$ cat src/rtl/npc_pkg.sv
// Package: shared types for the next program counter unit.
// Assumes: nothing beyond IEEE 1800-2017.
package npc_pkg;

    // Source chosen for the next fetch address.
    typedef enum logic [1:0] {
        NPC_SEQ  = 2'd0,
        NPC_BR   = 2'd1,
        NPC_JMP  = 2'd2
    } npc_src_e;

endpackage

$ cat src/rtl/npc_pc_reg.sv
// Module: npc_pc_reg
// Holds the program counter. Loads the next address on every rising
// edge (there is no enable); a synchronous active-low reset clears it.
// Assumes: rst_n is synchronous to clk.
module npc_pc_reg #(
    parameter int ADDR_W = 32
) (
    input  logic              clk,
    input  logic              rst_n,
    input  logic [ADDR_W-1:0] next_addr,
    output logic [ADDR_W-1:0] cur_addr
);

    // PC register: clear on reset, otherwise take the next address.
    always_ff @(posedge clk) begin
        if (!rst_n) begin
            cur_addr <= '0;
        end else begin
            cur_addr <= next_addr;
        end
    end

endmodule

$ cat src/rtl/npc_target_gen.sv
// Module: npc_target_gen
// Computes the three candidate addresses: sequential (PC + STEP),
// PC-relative branch target and region-relative jump target.
// Assumes: STEP is a power of two; all sums wrap modulo 2^ADDR_W.
module npc_target_gen #(
    parameter int ADDR_W = 32,
    parameter int OFF_W  = 16,
    parameter int TGT_W  = 26,
    parameter int STEP   = 4
) (
    input  logic [ADDR_W-1:0] cur_addr,
    input  logic [OFF_W-1:0]  br_offset,
    input  logic [TGT_W-1:0]  jmp_field,
    output logic [ADDR_W-1:0] seq_addr,
    output logic [ADDR_W-1:0] br_addr,
    output logic [ADDR_W-1:0] jmp_addr
);

    localparam int SHIFT  = $clog2(STEP);
    localparam int EXT_W  = ADDR_W - OFF_W - SHIFT;
    localparam int LOW_W  = TGT_W + SHIFT;
    localparam int HIGH_W = ADDR_W - LOW_W;

    logic [ADDR_W-1:0] offset_bytes;

    // Sequential address: step by one instruction.
    always_comb begin
        seq_addr = cur_addr + ADDR_W'(STEP);
    end

    // Sign-extend the word offset and scale it to bytes.
    always_comb begin
        offset_bytes = {{EXT_W{br_offset[OFF_W-1]}}, br_offset, {SHIFT{1'b0}}};
    end

    // Branch target relative to the sequential address.
    always_comb begin
        br_addr = seq_addr + offset_bytes;
    end

    // Jump target: keep the region bits of the sequential address.
    generate
        if (HIGH_W > 0) begin : g_region
            always_comb begin
                jmp_addr = {seq_addr[ADDR_W-1:LOW_W], jmp_field, {SHIFT{1'b0}}};
            end
        end else begin : g_flat
            always_comb begin
                jmp_addr = ADDR_W'({jmp_field, {SHIFT{1'b0}}});
            end
        end
    endgenerate

endmodule

$ cat src/rtl/npc_select.sv
// Module: npc_select
// Decides the source of the next address and drives the multiplexer.
// Jump wins over a taken branch; a branch is taken only when the
// compare result is also set.
// Assumes: control inputs are settled before the clock edge.
module npc_select #(
    parameter int ADDR_W = 32
) (
    input  logic              branch,
    input  logic              zero,
    input  logic              jump,
    input  logic [ADDR_W-1:0] seq_addr,
    input  logic [ADDR_W-1:0] br_addr,
    input  logic [ADDR_W-1:0] jmp_addr,
    output logic [ADDR_W-1:0] next_addr
);

    import npc_pkg::*;

    npc_src_e src;

    // Priority decode of the address source.
    always_comb begin
        if (jump) begin
            src = NPC_JMP;
        end else if (branch && zero) begin
            src = NPC_BR;
        end else begin
            src = NPC_SEQ;
        end
    end

    // Next-address multiplexer.
    always_comb begin
        unique case (src)
            NPC_JMP: next_addr = jmp_addr;
            NPC_BR:  next_addr = br_addr;
            default: next_addr = seq_addr;
        endcase
    end

endmodule

$ cat src/rtl/npc_unit.sv
// Module: npc_unit
// Top of the next program counter unit: PC register, candidate
// address generation and source selection.
// Assumes: fixed 32-bit instructions with the offset in the low
// field and the jump target in the low TGT_W bits.
module npc_unit #(
    parameter int ADDR_W = 32,
    parameter int INSN_W = 32,
    parameter int OFF_W  = 16,
    parameter int TGT_W  = 26,
    parameter int STEP   = 4
) (
    input  logic              clk,
    input  logic              rst_n,
    input  logic [INSN_W-1:0] insn,
    input  logic              branch,
    input  logic              zero,
    input  logic              jump,
    output logic [ADDR_W-1:0] pc,
    output logic [ADDR_W-1:0] pc_plus4,
    output logic [ADDR_W-1:0] br_target
);

    logic [ADDR_W-1:0] jmp_addr;
    logic [ADDR_W-1:0] next_addr;
    logic              unused_opcode_bits;

    // Opcode bits are decoded elsewhere.
    always_comb begin
        unused_opcode_bits = ^insn[INSN_W-1:TGT_W];
    end

    npc_pc_reg #(
        .ADDR_W (ADDR_W)
    ) u_reg (
        .clk       (clk),
        .rst_n     (rst_n),
        .next_addr (next_addr),
        .cur_addr  (pc)
    );

    npc_target_gen #(
        .ADDR_W (ADDR_W),
        .OFF_W  (OFF_W),
        .TGT_W  (TGT_W),
        .STEP   (STEP)
    ) u_tgt (
        .cur_addr  (pc),
        .br_offset (insn[OFF_W-1:0]),
        .jmp_field (insn[TGT_W-1:0]),
        .seq_addr  (pc_plus4),
        .br_addr   (br_target),
        .jmp_addr  (jmp_addr)
    );

    npc_select #(
        .ADDR_W (ADDR_W)
    ) u_sel (
        .branch    (branch),
        .zero      (zero),
        .jump      (jump),
        .seq_addr  (pc_plus4),
        .br_addr   (br_target),
        .jmp_addr  (jmp_addr),
        .next_addr (next_addr)
    );

endmodule

$ cat config.mk
export PLATFORM = sky130hd
export DESIGN_NAME = npc_unit
export DESIGN_NICKNAME = d
export VERILOG_FILES = /design/src/rtl/npc_pkg.sv /design/src/rtl/npc_pc_reg.sv /design/src/rtl/npc_target_gen.sv /design/src/rtl/npc_select.sv /design/src/rtl/npc_unit.sv
export SDC_FILE = /design/constraint.sdc
export NUM_CORES = 1
export LEC_CHECK = 0
export BUFFER_PORTS_ARGS = -buffer_cell sky130_fd_sc_hd__clkbuf_2
export CORE_ASPECT_RATIO = 0.5
export CORE_MARGIN = 4
export CORE_UTILIZATION = 55
export DETAILED_ROUTE_END_ITERATION = 7
export PLACE_DENSITY = 0.88
export REMOVE_ABC_BUFFERS = 1
export SETUP_SLACK_MARGIN = 0.2
export SLEW_MARGIN = 25
export SYNTH_ARGS = -nofsm -noshare
export SYNTH_HDL_FRONTEND = slang
export SYNTH_SLANG_ARGS = --single-unit
$ cat constraint.sdc
create_clock -name clk -period 6 [get_ports clk]
set_clock_uncertainty 0.05 [all_clocks]
set_input_delay 0.3 -clock clk [delete_from_list [all_inputs] [get_ports clk]]
set_output_delay 0.3 -clock clk [all_outputs]
set_load 0.005 [all_outputs]
==> results of run 1 <==
synth_stat cells, types with 3 or more instances:
cell	instances
ha_1	36
clkbuf_1	19
a311oi_1	7
xnor2_1	29
nand4_1	10
or3_1	6
or2_2	4
and3_1	11
a21o_1	16
o311a_1	3
o21bai_1	4
o211ai_1	4
o21a_1	6
and2_1	6
nor3_1	7
a21oi_1	48
a211oi_1	6
buf_4	6
o211a_1	3
nand2_1	55
o21ai_0	23
inv_1	13
nand3_1	23
dfxtp_1	30
a31oi_1	4
xor2_1	21
nor2_1	44
nand2b_1	5
and4_1	5
mux2i_1	4
final cells by class:
class                   instances  area share
well taps                      88      0.0249
clock inverters                 2     0.00850
multi-input cells             425       0.647
clock buffers                   6      0.0292
repair buffers                124       0.143
flip-flops and latches         30       0.136
inverters                      13      0.0111
placed cells by master (no fill, tap or decap), types with 7 or more instances in the layout:
cell type  synthesis  layout
clkbuf_2           0     120
nand2_1           55      55
a21oi_1           48      48
nor2_1            44      44
ha_1              36      36
dfxtp_1           30      30
xnor2_1           29      29
nand3_1           23      23
o21ai_0           23      23
xor2_1            21      21
a21o_1            16      16
inv_1             13      13
and3_1            11      11
nand4_1           10      10
nor3_1             7       7
a311oi_1           7       7
metrics by stage:
step | hold slack (ns) | cells | setup slack, ns
after floorplan | 0.380 | 468 | 2.36
after global placement | 0.480 | 680 | 1.76
after detailed placement | 0.485 | 680 | 1.70
after CTS | 0.200 | 688 | 1.38
after global routing | 0.228 | 688 | 1.03
final | 0.197 | 688 | 1.25
how the worst max path moves through the flow:
stage / endpoint / slack, ns / depth (start not counted)
floorplan: br_target[29] / 2.36 / 14
global placement: br_target[29] / 1.76 / 15
detailed placement: br_target[29] / 1.70 / 15
CTS: br_target[29] / 1.38 / 15
global route: br_target[31] / 1.03 / 16
finish: br_target[29] / 1.25 / 15
worst reg2reg max path, stage by stage (launching register included):
cell and delay [ns]:
dfxtp_1 0.44, ha_1 0.23, nand3_1 0.28, nor4_2 0.46, nand2_1 0.13, xnor2_1 0.33
ha_1 0.33, and4_2 0.27, and4_1 0.22, a211oi_2 0.48, a211oi_4 0.19, a211oi_2 0.33
nor4_1 0.10, a311o_1 0.34
per-layer routing:
metal,vias up,routed length [µm],track usage
li1,1994,-,-
met1,1977,4850,0.371
met2,187,5470,0.499
met3,20,951,0.0387
met4,0,154,0.0711
met5,-,0,0
power by group:
group | switching (mW) | internal (mW)
logic | 0.238 | 0.178
registers | 0.0196 | 0.215
clock network | 0.0970 | 0.196
total | 0.355 | 0.589
cell families after synthesis:
kind of cell             count (synthesis)  share of synthesized area
buffers and inverters                   39                     0.0488
other                                    1                    0.00104
AO/OA/AOI/OAI                          141                      0.262
XOR/XNOR                                50                      0.121
AND/OR/NAND/NOR                        187                      0.260
adder cells (fa/ha/maj)                 37                      0.130
flip-flops                              30                      0.166
multiplexers                             4                     0.0111
==> reports/metrics.cfg, run 1 <==
[power_and_ir_drop]
power.density_nw_per_um2=214
leakage_nw=2.23
ir_drop_v=0.000128
finalPower_uw=944

[die]
die-area_um2=8020
dieHeight_um=65.3
io_pins=133
core-area_um2=6230
start_util=0.581
row_count=20
die_w_um=123

[place]
portBuffers=120
dpl_cell_area_um2=4250
routabilityCongestion=0.927
hpwl_um=8600

[critical_path]
crit_chain=ha_1 -> nand3_1 -> nor4_2 -> and2_1 -> and3_1 -> xor2_1 -> ha_1 -> a21oi_1 -> o21ai_0 -> a21o_1 -> a21oi_1 -> o21ai_0 -> or3_1 -> and2_1 -> clkbuf_2
startpoint=u_reg.cur_addr[2]$_SDFF_PN0_
r2r-start=u_reg.cur_addr[2]$_SDFF_PN0_
cp.buffers_inverters=1
critPathKind=reg -> out
max_stage_delay_ns=0.46
rrSetupSlack_ns=1.71
crit_family=simple AND/OR/NAND/NOR gates
arrival_ns=4.40
required_ns=5.65
end_kind=primary output
slowest_stage=nor4_2
worstSetupStartpointType=flop
cp_max_fo=7
rr_worst_depth=13
r2r-end=u_reg.cur_addr[28]$_SDFF_PN0_

[route]
post-route-drc-count=0
route.detailed.wl_per_inst_um=16.6
drt_iter0_drc=256
vias_per_cell=6.07
first_pass_iters=5
num_vias=4178
wl_um=11400
ant_nets=0

[finish]
largest_register_ffs=30
finalNetCount=673
finalInstanceArea_um2=4420
fillers=510
register_area_um2=601
reg.largest.list=u_reg.cur_addr x30
multi_input_area_um2=2860
final_util=0.709
regMostFlops=u_reg.cur_addr
area_growth_pct=22.1
drive_gt1_frac=0.245
diodes=0

[worst_hold_path]
hold_depth=3
min_path_type=in -> reg
hold_end=u_reg.cur_addr[22]$_SDFF_PN0_
hp-start=insn[20]

[global_route]
grt_usage=0.285
antenna_found_initial=0
overflow=0
grt_pass1_vias=3918
grt_max_degree=30
grt_pass1_wl_um=18600

[sta]
setup_viol=0
rsz0062_at_grt=false
worst_pin_slew_ns=0.716
timing.final.hold_violations=0
period_share=0.792
fmax_mhz=210
maxSlewViolCount=0
relSlewSlack=0.522
min_period_ns=4.75
fin_tns_setup_ns=0

[cts]
cts_root_buf=clkbuf_16
numCtsBuffers=5
cts_sinks=30
postCtsSetupRepairBufs=0
cts_buffer_depth=2
cts.clk_slew.worst_paths_ns=0.05
cts_hold_buf=0
cts_tree=built
cts_resized=0
cts_max_level=2
clk_latency_ns=0.28

[logic_synthesis]
ys_seq_elements=30
synthFlopType=dfxtp_1
synth_warnings=0
synth_edf_count=0
postSynth.asyncResetShare=0
synth.avg_cell_area_um2=7.40
synthDistinctLibCells=57
seq_area_frac_synth=0.166
synthTopCellsByArea=dfxtp_1 17%, ha_1 12%, xnor2_1 7.0%
synth_largest_area_cell=dfxtp_1
synth_cells=489
syn-cell-area_um2=3620
synth_top_area_frac=0.166

[run_status]
status=finished clean

[job]
max_cap_violations=0

No activity file was read; power rests on OpenSTA's default activity.
==> run 2, diff against run 1 <==
--- a/config.mk
+++ b/config.mk
@@ -8,9 +8,9 @@
 export BUFFER_PORTS_ARGS = -buffer_cell sky130_fd_sc_hd__clkbuf_2
 export CORE_ASPECT_RATIO = 0.5
 export CORE_MARGIN = 4
-export CORE_UTILIZATION = 55
+export CORE_UTILIZATION = 46
 export DETAILED_ROUTE_END_ITERATION = 7
-export PLACE_DENSITY = 0.88
+export PLACE_DENSITY = 0.78
 export REMOVE_ABC_BUFFERS = 1
 export SETUP_SLACK_MARGIN = 0.2
 export SLEW_MARGIN = 25
==> constraint.sdc (replaced) <==
create_clock -name clk -period 4.2 [get_ports clk]
set_clock_uncertainty 0.05 [all_clocks]
set_input_delay 0.21 -clock clk [delete_from_list [all_inputs] [get_ports clk]]
set_output_delay 0.21 -clock clk [all_outputs]
set_load 0.005 [all_outputs]
==> run 2 against run 1 <==
  * Worst hold slack worse by 0.094 ns
  * Non-clock buffer count is 32 higher
  * Register-to-register slack worse by 1.2 ns
  * Largest power group unchanged
  * Largest cell class unchanged
  * Sequential power is 45% higher
  * Critical path type unchanged
  * Combinational power is 60% higher
  * Sequential share of layout area is 0.94 points lower
==> reports/metrics.cfg, run 2 (synthesis gave the netlist of run 1 again) <==
[worst_hold_path]
min_path_type=in -> reg  ; unchanged
hp-start=insn[21]  ; was insn[20]
hold_depth=3  ; unchanged
hold_end=u_reg.cur_addr[23]$_SDFF_PN0_  ; was u_reg.cur_addr[22]$_SDFF_PN0_

[die]
core-area_um2=7490  ; was 6230 µm²
die-area_um2=9430  ; was 8020 µm²
start_util=0.483  ; was 0.581
dieHeight_um=70.7  ; was 65.3 µm
row_count=22  ; was 20
die_w_um=133  ; was 123 µm
io_pins=133  ; unchanged

[power_and_ir_drop]
finalPower_mw=1.51  ; was 944 µW
leakage_nw=2.45  ; was 2.23 nW
ir_drop_v=0.000158  ; was 0.000128 V
power.density_nw_per_um2=301  ; was 214 nW/µm²

[cts]
numCtsBuffers=5  ; unchanged
cts_tree=built  ; unchanged
cts_hold_buf=0  ; unchanged
cts_buffer_depth=2  ; unchanged
cts.clk_slew.worst_paths_ns=0.05  ; about the same
cts_max_level=2  ; unchanged
clk_latency_ns=0.29  ; was 0.28 ns
cts_root_buf=clkbuf_16  ; unchanged
cts_sinks=30  ; unchanged

[finish]
drive_gt1_frac=0.362  ; was 0.245
final_common_cell=clkbuf_2  ; unchanged
final_cell_mix=117 x clkbuf_2, 54 x nand2_1, 44 x nor2_1  ; was 120 x clkbuf_2, 55 x nand2_1, 48 x a21oi_1
reg.largest.list=u_reg.cur_addr x30  ; unchanged
fillers=650  ; was 510
diodes=0  ; unchanged
area_growth_pct=38.3  ; was 22.1%
finalNetCount=705  ; was 673
instances_no_fill=740  ; was 688
finalInstanceArea_um2=5000  ; was 4420 µm²
largest_register_ffs=30  ; unchanged
regMostFlops=u_reg.cur_addr  ; unchanged

[route]
vias_per_cell=5.78  ; was 6.07
wl_um=12600  ; was 11400 µm
wl_met3_um=824  ; was 951 µm
wl_met1_um=5640  ; was 4850 µm
first_pass_iters=5  ; unchanged
ant_nets=0  ; unchanged
route.detailed.wl_per_inst_um=17.1  ; was 16.6 µm
num_vias=4276  ; was 4178
routed.top_layer=met4  ; unchanged
post-route-drc-count=0  ; unchanged
met2_length_um=5920  ; was 5470 µm
drt_iter0_drc=344  ; was 256

[critical_path]
cp.buffers_inverters=2  ; was 1
crit_chain=nand4_1 -> nor4_4 -> and3_4 -> xor2_4 -> ha_4 -> and4_4 -> nand4_1 -> o2bb2ai_2 -> a211oi_2 -> buf_4 -> a211oi_4 -> nor4_1 -> a311oi_1 -> buf_2  ; was ha_1 -> nand3_1 -> nor4_2 -> and2_1 -> and3_1 -> xor2_1 -> ha_1 -> a21oi_1 -> o21ai_0 -> a21o_1 -> a21oi_1 -> o21ai_0 -> or3_1 -> and2_1 -> clkbuf_2
crit_family=simple AND/OR/NAND/NOR gates  ; unchanged
rrSetupSlack_ns=0.56  ; was 1.71 ns
worstSetupStartpointType=flop  ; unchanged
rr_worst_depth=15  ; was 13
required_ns=3.94  ; was 5.65 ns
max_stage_delay_ns=0.41  ; was 0.46 ns
r2r-end=u_reg.cur_addr[26]$_SDFF_PN0_  ; was u_reg.cur_addr[28]$_SDFF_PN0_
r2r-start=u_reg.cur_addr[2]$_SDFF_PN0_  ; unchanged
cp_max_fo=7  ; unchanged
arrival_ns=3.73  ; was 4.40 ns
critPathKind=reg -> out  ; unchanged
crit_path_frequent_cell=nand4_1
end_kind=primary output  ; unchanged
slowest_stage=a211oi_4  ; was nor4_2

[place]
portBuffers=120  ; unchanged
routabilityCongestion=0.917  ; was 0.927
dpl_cell_area_um2=4390  ; was 4250 µm²
pre_cts_ws_ns=0.285  ; was 1.70 ns
place_inst=715  ; was 680
hpwl_um=9090  ; was 8600 µm

[sta]
setup_viol=0  ; unchanged
period_share=0.949
relSlewSlack=0.660  ; was 0.522
min_period_ns=3.99
setup_slack_ns=0.214  ; was 1.25 ns
fmax_mhz=251
fin_tns_setup_ns=0  ; unchanged
timing.final.hold_violations=0  ; unchanged
maxSlewViolCount=0  ; unchanged
rsz0062_at_grt=true  ; was false
worst_pin_slew_ns=0.509  ; was 0.716 ns

[global_route]
grt_usage=0.253  ; was 0.285
grt_pass1_vias=4032  ; was 3918
grt_max_degree=29  ; was 30
grt_pass1_wl_um=19900  ; was 18600 µm
overflow=0  ; unchanged
antenna_found_initial=0  ; unchanged

[job]
max_cap_violations=0  ; unchanged

[run_status]
status=finished clean  ; unchanged

-- run 2: through the flow --
| stage | hold WS (ns) | utilization |
|---|---|---|
| 2_1_floorplan | 0.290 | - |
| 3_3_place_gp | 0.392 | 0.586 |
| 3_5_place_dp | 0.397 | 0.586 |
| 4_1_cts | 0.104 | 0.623 |
| 5_1_grt | 0.121 | 0.668 |
| 6_report | 0.103 | 0.668 |
-- run 2: repair_timing --
action / CTS / global route
endpoints found under the setup margin: 8 / 16
endpoints found under the hold margin: 0 / 0
pin swaps: 6 / 22
setup buffers: 5 / 12
resized for setup: 9 / 62
-- run 2: worst max path at each step --
stage	endpoint	slack, ns	cells past startpoint	startpoint
after floorplan	br_target[29]	0.65	14	u_reg.cur_addr[2]$_SDFF_PN0_
after global placement	br_target[31]	0.33	14	u_reg.cur_addr[6]$_SDFF_PN0_
after detailed placement	br_target[31]	0.29	14	u_reg.cur_addr[6]$_SDFF_PN0_
after CTS	br_target[28]	0.17	15	u_reg.cur_addr[7]$_SDFF_PN0_
after global routing	br_target[31]	0.02	14	u_reg.cur_addr[2]$_SDFF_PN0_
final	br_target[26]	0.21	14	u_reg.cur_addr[2]$_SDFF_PN0_
-- run 2: where the power goes --
group / switching, mW / leakage [nW] / total, mW / internal (mW)
logic: 0.365 / 2.10 / 0.666 / 0.300
clock network: 0.145 / 0.0971 / 0.501 / 0.356
registers: 0.0321 / 0.255 / 0.341 / 0.309
total: 0.542 / 2.45 / 1.51 / 0.965
-- run 2: area by class of cell --
cell class	instances	area, µm²	area share
well taps	108	135	0.0270
inverters	13	48.8	0.00976
repair buffers	156	871	0.174
clock inverters	2	60.1	0.0120
clock buffers	6	139	0.0278
multi-input cells	425	3110	0.623
flip-flops and latches	30	633	0.127
-- run 2: per-layer routing --
| metal | vias up | GRT usage |
|---|---|---|
| met2 | 172 | 0.426 |
| met5 | - | 0 |
| li1 | 2058 | - |
| met4 | 0 | 0.0764 |
| met3 | 22 | 0.0298 |
| met1 | 2024 | 0.345 |
-- run 2: worst register-to-register path: cells and delay by family (launching register included) --
family | cells | cell delay, ns
xor gates and xnor gates | 1 | 0.09
buffers and inverters | 2 | 0.32
and+or+nand+nor | 6 | 1.35
AOI/OAI and AO/OA | 5 | 1.11
DFF | 1 | 0.37
adders and majority gates | 1 | 0.27
==> run 3, diff against run 2 <==
--- a/config.mk
+++ b/config.mk
@@ -5,14 +5,13 @@
 export SDC_FILE = /design/constraint.sdc
 export NUM_CORES = 1
 export LEC_CHECK = 0
+export ABC_AREA = 1
 export BUFFER_PORTS_ARGS = -buffer_cell sky130_fd_sc_hd__clkbuf_2
 export CORE_ASPECT_RATIO = 0.5
-export CORE_MARGIN = 4
-export CORE_UTILIZATION = 46
+export CORE_UTILIZATION = 49
 export DETAILED_ROUTE_END_ITERATION = 7
-export PLACE_DENSITY = 0.78
+export PLACE_DENSITY = 0.79
 export REMOVE_ABC_BUFFERS = 1
-export SETUP_SLACK_MARGIN = 0.2
 export SLEW_MARGIN = 25
 export SYNTH_ARGS = -nofsm -noshare
 export SYNTH_HDL_FRONTEND = slang
==> run 3 against run 2 <==
  * Synthesized cell count is 82% higher
  * Combinational power is 3.8% lower
  * Core utilization is 4.1 points lower
  * Register-to-register slack better by 0.02 ns
  * Die area is 6.9% higher
  * Total power is 2.1% lower
  * Via count is 38% higher
  * Largest power group unchanged
==> reports/metrics.cfg, run 3 <==
[cts]
numCtsBuffers=5  ; unchanged
cts_buffer_depth=2  ; unchanged
clk_latency_ns=0.28  ; was 0.29 ns
cts_tree=built  ; unchanged
cts_hold_buf=0  ; unchanged
postCtsSetupRepairBufs=0  ; was 5
cts_sinks=30  ; unchanged
cts_resized=0  ; was 9
cts_root_buf=clkbuf_16  ; unchanged
cts.clk_slew.worst_paths_ns=0.05  ; about the same
cts_max_level=2  ; unchanged

[place]
routabilityCongestion=1.10  ; was 0.917
portBuffers=120  ; unchanged
hpwl_um=14700  ; was 9090 µm
dpl_cell_area_um2=5470  ; was 4390 µm²
place_inst=1135  ; was 715

[route]
first_pass_iters=7  ; was 5
drt_iter0_drc=519  ; was 344
ant_nets=0  ; unchanged
post-route-drc-count=0  ; unchanged
num_vias=5913  ; was 4276
route.detailed.wl_per_inst_um=15.4  ; was 17.1 µm
wl_um=17600  ; was 12600 µm
vias_per_cell=5.17  ; was 5.78

[logic_synthesis]
synthTopCellsByCount=351 x nand2_1, 166 x inv_1, 69 x nand3_1, 64 x nor2_1, 36 x ha_1  ; was 55 x nand2_1, 48 x a21oi_1, 44 x nor2_1, 36 x ha_1, 30 x dfxtp_1
synth_top_area_frac=0.278  ; was 0.166
synth.avg_cell_area_um2=5.31  ; was 7.40 µm²
synth_compound_area_frac=0.0658  ; was 0.262
synth_xor_area_frac=0.0508  ; was 0.121
seq_area_frac_synth=0.127  ; was 0.166
synthDistinctLibCells=37  ; was 57
synth_warnings=0  ; unchanged
synth_largest_area_cell=nand2_1  ; was dfxtp_1
yosys.area_share.simple=0.500  ; was 0.260
postSynth.asyncResetShare=0  ; unchanged
yosysMostFrequentCell=nand2_1  ; unchanged
ys_seq_elements=30  ; unchanged
syn-cell-area_um2=4730  ; was 3620 µm²
synth_top_family_by_area=simple AND/OR/NAND/NOR gates  ; was compound AO/OA/AOI/OAI gates
synthFlopType=dfxtp_1  ; unchanged
synth_edf_count=0  ; unchanged
synthMuxAreaShare=0  ; was 0.0111
synthAdderAreaFrac=0.0994  ; was 0.130
synth_cells=892  ; was 489
synthTopCellsByArea=nand2_1 28%, inv_1 13%, dfxtp_1 13%  ; was dfxtp_1 17%, ha_1 12%, xnor2_1 7.0%

[sta]
timing.final.hold_violations=0  ; unchanged
period_share=0.926  ; was 0.949
worst_pin_slew_ns=1.00  ; was 0.509 ns
setup_viol=0  ; unchanged
fin_tns_setup_ns=0  ; unchanged
maxSlewViolCount=0  ; unchanged
rsz0062_at_grt=false  ; was true
min_period_ns=3.89  ; was 3.99 ns
fmax_mhz=257  ; was 251 MHz
relSlewSlack=0.329  ; was 0.660

[die]
dieHeight_um=71.5  ; was 70.7 µm
row_count=24  ; was 22
core-area_um2=9040  ; was 7490 µm²
die_w_um=141  ; was 133 µm
die-area_um2=10100  ; was 9430 µm²
io_pins=133  ; unchanged
start_util=0.524  ; was 0.483

[global_route]
antenna_found_initial=0  ; unchanged
grt_usage=0.359  ; was 0.253
grt_pass1_wl_um=27700  ; was 19900 µm
grt_max_degree=29  ; unchanged
grt_pass1_vias=5274  ; was 4032
overflow=0  ; unchanged

[worst_hold_path]
hp-start=rst_n  ; was insn[21]
hold_end=u_reg.cur_addr[4]$_SDFF_PN0_  ; was u_reg.cur_addr[23]$_SDFF_PN0_
min_path_type=in -> reg  ; unchanged
hold_depth=3  ; unchanged

[critical_path]
critPathKind=reg -> out  ; unchanged
worstSetupStartpointType=flop  ; unchanged
end_kind=primary output  ; unchanged
cp.buffers_inverters=3  ; was 2
required_ns=3.94  ; about the same
crit_path_frequent_cell=nand2_1  ; was nand4_1
crit_chain=ha_1 -> nand3_2 -> nor3_4 -> xor2_1 -> ha_1 -> nand2_1 -> inv_1 -> nand2_1 -> nand2_1 -> inv_1 -> nand3_1 -> or2_2 -> and2_1 -> clkbuf_2  ; was nand4_1 -> nor4_4 -> and3_4 -> xor2_4 -> ha_4 -> and4_4 -> nand4_1 -> o2bb2ai_2 -> a211oi_2 -> buf_4 -> a211oi_4 -> nor4_1 -> a311oi_1 -> buf_2
crit_family=simple AND/OR/NAND/NOR gates  ; unchanged
arrival_ns=3.63  ; was 3.73 ns
max_stage_delay_ns=0.39  ; was 0.41 ns
r2r-end=u_reg.cur_addr[28]$_SDFF_PN0_  ; was u_reg.cur_addr[26]$_SDFF_PN0_
cp_max_fo=6  ; was 7
slowest_stage=ha_1  ; was a211oi_4
rrSetupSlack_ns=0.58  ; was 0.56 ns
rr_worst_depth=14  ; was 15
r2r-start=u_reg.cur_addr[3]$_SDFF_PN0_  ; was u_reg.cur_addr[2]$_SDFF_PN0_

[finish]
fillers=937  ; was 650
finalInstanceArea_um2=5670  ; was 5000 µm²
instances_no_fill=1143  ; was 740
largest_register_ffs=30  ; unchanged
regMostFlops=u_reg.cur_addr  ; unchanged
area_growth_pct=19.8  ; was 38.3%
finalNetCount=1086  ; was 705
drive_gt1_frac=0.161  ; was 0.362
final_common_cell=nand2_1  ; was clkbuf_2
final_cell_mix=351 x nand2_1, 166 x inv_1, 120 x clkbuf_2  ; was 117 x clkbuf_2, 54 x nand2_1, 44 x nor2_1
diodes=0  ; unchanged
reg.largest.list=u_reg.cur_addr x30  ; unchanged

[power_and_ir_drop]
leakage_nw=3.30  ; was 2.45 nW
ir_drop_v=0.000148  ; was 0.000158 V
power.density_nw_per_um2=260  ; was 301 nW/µm²
finalPower_mw=1.48  ; was 1.51 mW

[job]
max_cap_violations=0  ; unchanged

[run_status]
status=finished clean  ; unchanged

## run 3: kinds of logic (layout without fill, tap and decap cells)
kind of cell | after synthesis | after routing
AOI/OAI and AO/OA | 56 | 56
and+or+nand+nor | 554 | 554
buffers and inverters | 190 | 306
xor gates and xnor gates | 24 | 24
adders and majority gates | 37 | 37
other | 1 | 6
DFF | 30 | 30
## run 3: cell type report
| type | instances | area [µm²] | area share |
|---|---|---|---|
| inverters | 174 | 653 | 0.115 |
| flip-flops and latches | 30 | 601 | 0.106 |
| clock buffers | 6 | 139 | 0.0245 |
| repair buffers | 124 | 631 | 0.111 |
| multi-input cells | 677 | 3420 | 0.604 |
| well taps | 130 | 163 | 0.0287 |
| clock inverters | 2 | 60.1 | 0.0106 |
## run 3: layer usage
| layer | GRT usage | share of wire | vias to the layer above |
|---|---|---|---|
| met5 | 0 | 0 | - |
| met4 | 0.0411 | 0.0055 | 0 |
| met3 | 0.0869 | 0.11 | 11 |
| met2 | 0.539 | 0.40 | 277 |
| met1 | 0.531 | 0.49 | 2658 |
| li1 | - | - | 2967 |
## run 3: tightest hold or removal path, stage by stage
cell      delay [ns]
clkbuf_2        0.12
nand2_1         0.06
inv_1           0.04
## run 3: power breakdown
group | internal [mW] | switching (mW) | leakage, nW | total [mW]
logic | 0.234 | 0.408 | 2.95 | 0.641
registers | 0.306 | 0.0334 | 0.248 | 0.339
clock network | 0.356 | 0.139 | 0.0971 | 0.495
## run 3: through the flow
stage | util | hold WS, ns | worst slack [ns]
floorplan | - | 0.258 | 1.20
global placement | 0.605 | 0.404 | 0.758
detailed placement | 0.605 | 0.408 | 0.687
CTS | 0.627 | 0.126 | 0.385
global route | 0.627 | 0.161 | 0.0538
finish | 0.627 | 0.131 | 0.309
## run 3: how the worst max path moves through the flow
| stage | cells after the start | end | start | slack (ns) |
|---|---|---|---|---|
| after floorplan | 16 | br_target[23] | u_reg.cur_addr[2]$_SDFF_PN0_ | 1.20 |
| after global placement | 18 | br_target[31] | u_reg.cur_addr[3]$_SDFF_PN0_ | 0.76 |
| after detailed placement | 18 | br_target[31] | u_reg.cur_addr[3]$_SDFF_PN0_ | 0.69 |
| after CTS | 18 | br_target[31] | u_reg.cur_addr[3]$_SDFF_PN0_ | 0.39 |
| after global routing | 19 | br_target[31] | u_reg.cur_addr[3]$_SDFF_PN0_ | 0.05 |
| final | 14 | br_target[12] | u_reg.cur_addr[3]$_SDFF_PN0_ | 0.31 |
